### config.mk
export PLATFORM = sky130hd
export DESIGN_NAME = thermo_gray_encoder
export DESIGN_NICKNAME = d
export VERILOG_FILES = /design/src/rtl/thermo_gray_pkg.sv /design/src/rtl/thermo_gray_products.sv /design/src/rtl/gray_to_bin_chain.sv /design/src/rtl/enc_out_stage.sv /design/src/rtl/thermo_gray_encoder.sv
export SDC_FILE = /design/constraint.sdc
export NUM_CORES = 1
export LEC_CHECK = 0
export BUFFER_PORTS_ARGS = -buffer_cell sky130_fd_sc_hd__buf_2
export CAP_MARGIN = 20
export CORE_MARGIN = 2
export CORE_UTILIZATION = 36
export CTS_BUF_LIST = sky130_fd_sc_hd__clkbuf_16
export DETAILED_ROUTE_END_ITERATION = 6
export PLACE_DENSITY_LB_ADDON = 0.15
export SLEW_MARGIN = 20
export SYNTH_ARGS = -nofsm -noshare
export SYNTH_HDL_FRONTEND = slang
export SYNTH_HIERARCHICAL = 1
export SYNTH_SLANG_ARGS = --single-unit
### constraint.sdc
create_clock -name clk -period 1.58 [get_ports clk]
set_input_delay 0.237 -clock clk [delete_from_list [all_inputs] [get_ports clk]]
set_output_delay 0.237 -clock clk [all_outputs]
set_load 0.01 [all_outputs]
### src/rtl/thermo_gray_pkg.sv
package thermo_gray_pkg;
  // Number of comparator taps for an n-bit output.
  function automatic int tap_count(input int nbits);
    return (1 << nbits) - 1;
  endfunction
endpackage

### src/rtl/thermo_gray_products.sv
module thermo_gray_products #(
  parameter int NBITS = 5,
  parameter int TAPS  = (1 << NBITS) - 1
) (
  input  logic [TAPS:1]    thermo,
  output logic [NBITS-1:0] gray
);
  // Top Gray bit is the middle tap itself.
  localparam int MID = 1 << (NBITS - 1);

  assign gray[NBITS-1] = thermo[MID];

  for (genvar gi = 0; gi < NBITS - 1; gi++) begin : g_bit
    localparam int NT  = 1 << (NBITS - gi - 2);
    localparam int GAP = 1 << (gi + 1);
    localparam int PER = 1 << (gi + 2);
    logic [NT-1:0] prod;
    for (genvar gk = 0; gk < NT; gk++) begin : g_term
      localparam int LO = (1 << gi) + gk * PER;
      localparam int HI = LO + GAP;
      assign prod[gk] = thermo[LO] & ~thermo[HI];
    end
    assign gray[gi] = |prod;
  end
endmodule

### src/rtl/gray_to_bin_chain.sv
module gray_to_bin_chain #(
  parameter int NBITS = 5
) (
  input  logic [NBITS-1:0] gray,
  output logic [NBITS-1:0] bin
);
  always_comb begin
    bin[NBITS-1] = gray[NBITS-1];
    for (int i = NBITS - 2; i >= 0; i--) begin
      bin[i] = gray[i] ^ bin[i+1];
    end
  end
endmodule

### src/rtl/enc_out_stage.sv
module enc_out_stage #(
  parameter int NBITS = 5
) (
  input  logic             clk,
  input  logic             rst,
  input  logic             in_valid,
  output logic             in_ready,
  input  logic [NBITS-1:0] gray_d,
  input  logic [NBITS-1:0] bin_d,
  output logic             out_valid,
  input  logic             out_ready,
  output logic [NBITS-1:0] gray_q,
  output logic [NBITS-1:0] bin_q
);
  assign in_ready = ~out_valid | out_ready;

  always_ff @(posedge clk) begin
    if (rst) begin
      out_valid <= 1'b0;
      gray_q    <= '0;
      bin_q     <= '0;
    end else if (in_ready) begin
      out_valid <= in_valid;
      if (in_valid) begin
        gray_q <= gray_d;
        bin_q  <= bin_d;
      end
    end
  end
endmodule

### src/rtl/thermo_gray_encoder.sv
module thermo_gray_encoder
  import thermo_gray_pkg::*;
#(
  parameter int NBITS = 5,
  localparam int TAPS = tap_count(NBITS)
) (
  input  logic             clk,
  input  logic             rst,
  input  logic             in_valid,
  output logic             in_ready,
  input  logic [TAPS:1]    thermo,
  output logic             out_valid,
  input  logic             out_ready,
  output logic [NBITS-1:0] gray_q,
  output logic [NBITS-1:0] bin_q
);
  logic [NBITS-1:0] gray_c;
  logic [NBITS-1:0] bin_c;

  thermo_gray_products #(.NBITS(NBITS), .TAPS(TAPS)) u_prod (
    .thermo (thermo),
    .gray   (gray_c)
  );

  gray_to_bin_chain #(.NBITS(NBITS)) u_chain (
    .gray (gray_c),
    .bin  (bin_c)
  );

  enc_out_stage #(.NBITS(NBITS)) u_stage (
    .clk       (clk),
    .rst       (rst),
    .in_valid  (in_valid),
    .in_ready  (in_ready),
    .gray_d    (gray_c),
    .bin_d     (bin_c),
    .out_valid (out_valid),
    .out_ready (out_ready),
    .gray_q    (gray_q),
    .bin_q     (bin_q)
  );
endmodule

## Word-level counts from Yosys, hierarchy flattened

Cells that the tools add are included.
W data, S select, Z words.

- Output and inout port bits: 12
- Memories: 0
- Logic and storage cells: 43
- Bits in writable memories: 0
- Input bits: 35
- ROM bits: 0
- Bits in registers: 11
- Latch bits: 0

- Div/mod/pow operators: 0
- Muxes and demuxes: 0
- Order comparisons: 0
- Reductions and logical operators: 4
- Multipliers: 0
- Bitwise operators: 36
- Shift-type cells: 0
- Eq/ne operators: 0
- Add/sub/neg operators: 0

Operator list:

| kind | count |
|---|---|
| $not A1 Y1 | 16 |
| $and A1 B1 Y1 | 15 |
| $reduce_or A8 Y1 | 1 |
| $reduce_or A4 Y1 | 1 |
| $xor A1 B1 Y1 | 4 |
| $reduce_and A2 Y1 | 1 |
| $reduce_or A2 Y1 | 1 |
| $or A1 B1 Y1 | 1 |

## Depth between registers and ports, before layout

Gate-level depths: netlist of run 1.

- Word-level depth: 6
- Depth in mapped cells: 7
- Depth with buffers taken out: 7

## Hierarchy

Netlist of run 1, hierarchy kept.

By module, submodules not included:

| module | cells an instance | area each (µm²) | times used |
|---|---|---|---|
| enc_out_stage | 49 | 504.2 | 1 |
| thermo_gray_products | 25 | 128.9 | 1 |
| gray_to_bin_chain | 6 | 72.6 | 1 |

## Worst setup path before layout of run 1

Ideal clock, no wire load.

- Kind: input port to flip-flop
- Start point: input thermo[9] (netlist name)
- End point: register u_stage.bin_q[0]
- Cell stages on the path: 6
- Path slack: 0.091 ns
- Arrival time: 1.366 ns
- Library setup time: 0.123 ns
- Buffers on the path: 0
- Cells stage by stage: inv_1 > o22ai_1 > or4_1 > xnor3_1 > nand3_1 > a21oi_2

- Longest elaborated chain between the ends: 3

RTL lines:

| item | line | text |
|---|---|---|
| start, declared | thermo_gray_encoder.sv:11 | `input logic [TAPS:1] thermo,` |
| $and A1 B1 Y1 | thermo_gray_products.sv:21 | `assign prod[gk] = thermo[LO] & ~thermo[HI];` |
| $reduce_or A8 Y1 | thermo_gray_products.sv:23 | `assign gray[gi] = \|prod;` |
| net gray_c[0] | thermo_gray_encoder.sv:17 | `logic [NBITS-1:0] gray_c;` |
| $xor A1 B1 Y1 | gray_to_bin_chain.sv:10 | `bin[i] = gray[i] ^ bin[i+1];` |
| net bin_c[0] | thermo_gray_encoder.sv:18 | `logic [NBITS-1:0] bin_c;` |
| end signal, assigned | enc_out_stage.sv:26 | `bin_q <= bin_d;` |
| end, declared | enc_out_stage.sv:13 | `output logic [NBITS-1:0] bin_q` |

The timed path passes the listed nets, and every way through them passes these cells.
A chain may end at the register's enable or synchronous reset.

## Final worst setup path of run 1

Ends and elaborated chain as after synthesis.

==> run_results.csv, run 1 <==
group,metric,value,unit
sta,worst_pin_slew,352,ps
route,drc_errors,0,
synthesis,synth.most_common_cell,"inv_1",
placement,gp_congestion,0.700,
cells_and_area,layout.nets,160,
route,antenna_left,0,
clock_tree,cts.sink_count,11,
setup_path,cp.required,1750,ps
placement,placed_cell_area,931,um^2
pwr,power_density,974,nW/um^2
sta,setup_ws,175,ps
sta,finalCriticalPeriod,1400,ps
global_route,grt_pass1_vias,545,
floorplan,die_h,48.3,um
route,vias,677,
synthesis,ys_top_cells_by_count,"15 x inv_1, 11 x dfxtp_1, 10 x nand3_1, 8 x a21bo_1, 8 x a21oi_2",
hold_path,hold_path_depth,3,
clock_tree,post_cts_buffers,0,
pwr,p_leak,0.537,nW
floorplan,ioPinCount,47,
route,drt_iter0_drc,7,
synthesis,ys_ff_latch,11,
placement,dpl.hpwl,1150,um
cells_and_area,synthToLayoutAreaGrowth,43.1,%
placement,port_buffers,46,
sta,hold_ws,305,ps
clock_tree,hold_buffers,0,
run_status,run_status,"finished clean",
synthesis,synth.top_cell.area_share,0.312,
synthesis,ys.flop_type,"dfxtp_1",
cells_and_area,num_antenna_cells,0,
synthesis,yosysWarningCount,6,
floorplan,fp.dieW,48.3,um
setup_path,reg2reg_to,"u_stage/gray_q[1]",
route,post_drt_wl_per_cell,10.4,um
global_route,antenna_found_initial,0,
floorplan,rows,16,
synthesis,ys_types,20,
sta,hold_viol,0,
hold_path,hp-class,"in2reg",
clock_tree,cts_tree,"yes",
setup_path,rrSetupSlack,610,ps
sta,fmax,712,MHz
sta,min_period_over_period,0.889,
route,routed_via_density,4.48,
clock_tree,cts_max_level,1,
synthesis,synth_seq_area_share,0.312,
cells_and_area,drive_gt1_frac,0.508,
setup_path,reg2reg_depth,3,
setup_path,start_kind,"input pin",
route,wirelength,1580,um
hold_path,min_to,"u_stage/bin_q[4]",
global_route,overflow,0,
route,dr.pass1.iters,4,
placement,dp.cells,147,
clock_tree,cts_buffers,3,
flow_run,max-cap-violations,0,
sta,relSlewSlack,0.765,
clock_tree,cts_buffer_depth,2,
synthesis,synth_cells,80,
setup_path,crit_fanout,2,
cells_and_area,fin_cells,151,
floorplan,coreArea,1900,um^2
synthesis,syn_area,706,um^2
placement,place_ws,-75.5,ps
clock_tree,ctsResizeCount,0,
clock_tree,clock_latency,240,ps
pwr,irDropWorstVdd,539,uV
clock_tree,clk_pin_slew,40,ps
global_route,grt_use_total,0.152,
synthesis,async_reset_ff_frac,0,
synthesis,yosys-top-cells-area,"dfxtp_1 31%, a21bo_1 11%, a21oi_2 9.9%",
sta,slew_violations,0,
global_route,grt_max_degree,23,
global_route,grt_pass1_wl,2440,um
hold_path,worstHoldStart,"thermo[16]",
synthesis,synth_top_area_cell,"dfxtp_1",
setup_path,r2r_start,"u_stage/out_valid",
setup_path,crit_type,"in2reg",
synthesis,synth_fp_nets,115,
sta,finClkSkew,2.94,ps
synthesis,synth-edff-count,0,
clock_tree,root_buffer,"clkbuf_16",
floorplan,initial_utilization,0.371,
cells_and_area,fin_area,1010,um^2
floorplan,die_area,2330,um^2
setup_path,cp_data_arrival_time,1580,ps
synthesis,synth_area_per_cell,8.82,um^2
sta,rsz0062_at_grt,"no",
setup_path,end_kind,"register",
sta,finalSetupViolations,0,
==> cells by family (layout without fill, tap and decap cells) <==
kind of cell	count (synthesis)	count (layout)	synth area share
AOI/OAI and AO/OA	28	28	0.330
buffers and inverters	23	67	0.156
and+or+nand+nor	13	13	0.110
DFF	11	11	0.312
xor gates and xnor gates	5	5	0.0922
==> layout make-up <==
| cell class | count | area, um^2 |
|---|---|---|
| Fill cell | 195 | 892 |
| Inverter | 15 | 56.3 |
| Timing Repair Buffer | 48 | 245 |
| Clock inverter | 1 | 3.75 |
| Multi-Input combinational cell | 46 | 375 |
| Sequential cell | 11 | 220 |
| Tap cell | 27 | 33.8 |
| Clock buffer | 3 | 75.1 |
==> where the power goes <==
group | leakage, nW | switching (mW) | internal (mW)
clock network | 0.0423 | 0.131 | 0.333
registers | 0.0907 | 0.00996 | 0.300
logic | 0.404 | 0.0963 | 0.113
total | 0.537 | 0.237 | 0.746
==> worst max path at each step <==
stage | startpoint | endpoint | depth (start not counted)
3_3_place_gp | thermo[9] | u_stage/bin_q[0] | 7
3_5_place_dp | thermo[9] | u_stage/bin_q[0] | 7
2_1_floorplan | thermo[9] | u_stage/bin_q[0] | 6
6_report | thermo[9] | u_stage/bin_q[0] | 7
5_1_grt | thermo[25] | u_stage/bin_q[0] | 7
4_1_cts | thermo[9] | u_stage/bin_q[0] | 7
==> routing by layer <==
metal,part of all wire,global-route usage
met5,0,0
met2,0.50,0.237
met4,0.012,0.0486
met1,0.43,0.195
met3,0.058,0.0556
==> stage by stage <==
| stage | util | TNS (ps) | power [mW] |
|---|---|---|---|
| floorplan | - | 0 | 0.453 |
| global placement | 0.489 | -62.1 | 0.522 |
| detailed placement | 0.489 | -75.5 | 0.524 |
| CTS | 0.531 | 0 | 0.993 |
| global route | 0.531 | 0 | 1.04 |
| finish | 0.531 | 0 | 0.984 |
==> flip-flops by register name, summed over array words and instances (netlist names) <==
signal and count:
u_stage/bin_q 5, u_stage/out_valid 1, u_stage/gray_q 5
==> worst max-delay path: stages <==
cell and delay (ps):
buf_2 90, inv_1 40, o22ai_1 60, or4_1 550, xnor3_1 380, nand3_1 90
a21oi_2 130
==> cell usage in the layout (no fill, tap or decap), drive strengths merged <==
cell type / count
inv: 16
o221ai: 1
nand2b: 1
xnor2: 2
a21oi: 11
xnor3: 1
or4: 1
o22ai: 5
nand3: 10
xor2: 2
dfxtp: 11
a22oi: 1
buf: 48
clkbuf: 3
a21bo: 10
nor2b: 1
Note: power is estimated with default switching activity, not from simulation.
==> inputs of run 2 (changes only) <==
--- a/config.mk
+++ b/config.mk
@@ -12,6 +12,7 @@
 export CTS_BUF_LIST = sky130_fd_sc_hd__clkbuf_16
 export DETAILED_ROUTE_END_ITERATION = 6
 export PLACE_DENSITY_LB_ADDON = 0.15
+export RECOVER_POWER = 50
 export SLEW_MARGIN = 20
 export SYNTH_ARGS = -nofsm -noshare
 export SYNTH_HDL_FRONTEND = slang
==> run_results.csv, run 2 (synthesis results as in run 1) <==
group,metric,value,unit
run_status,run_status,"finished clean",
sta,tns,0,ps
clock_tree,clock_latency,240,ps
global_route,grt_use_total,0.152,
clock_tree,hold_buffers,0,
global_route,use_met2,0.237,
clock_tree,ctsResizeCount,0,
setup_path,crit_fanout,2,
pwr,p_leak,0.497,nW
clock_tree,cts.sink_count,11,
sta,setup_ws,175,ps
sta,slew_violations,0,
pwr,swShare,0.243,
sta,relSlewSlack,0.766,
cells_and_area,utilization,0.524,
pwr,irDropWorstVdd,539,uV
sta,hold_viol,0,
global_route,grt_max_degree,23,
pwr,power_density,981,nW/um^2
pwr,p_seq_frac,0.318,
global_route,top_usage_layer,"met2",
sta,worst_pin_slew,351,ps
sta,fmax,712,MHz
pwr,power_frac_clock,0.474,
route,drt_iter0_drc,8,
floorplan,rows,16,
route,drc_errors,0,
route,post_drt_wl_per_cell,10.4,um
sta,finalSetupViolations,0,
route,dr.pass1.iters,4,
global_route,grt_pass1_vias,545,
route,vias,679,
setup_path,crit_type,"in2reg",
cells_and_area,regArea,220,um^2
sta,rsz0062_at_grt,"no",
clock_tree,root_buffer,"clkbuf_16",
global_route,overflow,0,
pwr,switching_power,0.238,mW
pwr,p_comb_frac,0.208,
sta,finalCriticalPeriod,1400,ps
pwr,p_int,0.741,mW
flow_run,max-cap-violations,0,
cells_and_area,num_antenna_cells,0,
setup_path,cp.required,1750,ps
setup_path,cp_data_arrival_time,1580,ps
cells_and_area,synthToLayoutAreaGrowth,41.3,%
clock_tree,cts_buffer_depth,2,
global_route,antenna_found_initial,0,
setup_path,start_kind,"input pin",
route,routed_via_density,4.50,
cells_and_area,drive_gt1_frac,0.427,
placement,port_buffers,46,
cells_and_area,fillerInstances,202,
floorplan,initial_utilization,0.371,
placement,dpl.hpwl,1150,um
setup_path,end_kind,"register",
clock_tree,cts_max_level,1,
clock_tree,post_cts_buffers,0,
global_route,grt_pass1_wl,2440,um
global_route,gr-usage-met1,0.195,
placement,place_ws,-75.5,ps
sta,hold_ws,304,ps
placement,gp_congestion,0.700,
cells_and_area,fin_area,997,um^2
route,antenna_left,0,
cells_and_area,top_regs,"u_stage/bin_q (5), u_stage/gray_q (5), u_stage/out_valid (1)",
cells_and_area,final_common_cell,"buf_2",
floorplan,fp.dieW,48.3,um
sta,finClkSkew,2.83,ps
floorplan,die_area,2330,um^2
clock_tree,cts_buffers,3,
floorplan,ioPinCount,47,
cells_and_area,layout_common_cells,"36 x buf_2, 16 x inv_1, 11 x dfxtp_1",
sta,min_period_over_period,0.889,
clock_tree,cts_tree,"yes",
clock_tree,clk_pin_slew,40,ps
cells_and_area,multi_input_area,375,um^2
setup_path,rrSetupSlack,610,ps
hold_path,hp-class,"in2reg",
route,wirelength,1570,um
floorplan,coreArea,1900,um^2
global_route,use_met3,0.0556,
floorplan,die_h,48.3,um
cells_and_area,layout.nets,160,
placement,placed_cell_area,931,um^2
==> run 2: changes by cell type in the layout (fill, tap and decap cells not counted) <==
| cell | previous run | this run |
|---|---|---|
| buf_2 | 46 | 36 |
| clkbuf_1 | 0 | 10 |
==> run 2: routing by layer <==
| metal | vias up | routed length (um) |
|---|---|---|
| li1 | 355 | - |
| met1 | 301 | 679 |
| met2 | 19 | 784 |
| met3 | 4 | 90 |
| met4 | 0 | 19 |
| met5 | - | 0 |
==> run 2: worst paths after layout <==
check	endpoint	startpoint	depth (start not counted)
worst max-delay path	u_stage/bin_q[0]	thermo[9]	7
worst min-delay path	u_stage/bin_q[4]	thermo[16]	3
worst max register to register	u_stage/gray_q[1]	u_stage/out_valid	3
worst min register to register	u_stage/bin_q[4]	u_stage/bin_q[4]	2
==> run 2: metrics by stage <==
step / cells / power, mW
after floorplan: 80 / 0.453
after global placement: 147 / 0.522
after detailed placement: 147 / 0.524
after CTS: 151 / 0.993
after global routing: 151 / 1.03
final: 151 / 0.979
==> run 2: area by class of cell <==
cell class,instances,area share
clock buffers,3,0.0753
well taps,27,0.0339
multi-input cells,46,0.376
flip-flops and latches,11,0.221
inverters,15,0.0565
repair buffers,48,0.233
clock inverters,1,0.00376
==> run 2: power groups by stage <==
| stage | Clock (mW) | Sequential [mW] | Combinational (mW) |
|---|---|---|---|
| global route | 0.492 | 0.313 | 0.227 |
| finish | 0.464 | 0.311 | 0.204 |
| CTS | 0.472 | 0.311 | 0.211 |
| global placement | 0 | 0.315 | 0.207 |
| floorplan | 0 | 0.326 | 0.127 |
| detailed placement | 0 | 0.315 | 0.210 |
==> run 2: worst max-delay path, stage by stage <==
cell and delay [ps]:
buf_2 90, inv_1 40, o22ai_1 60, or4_1 550
xnor3_1 380, nand3_1 90, a21oi_2 130
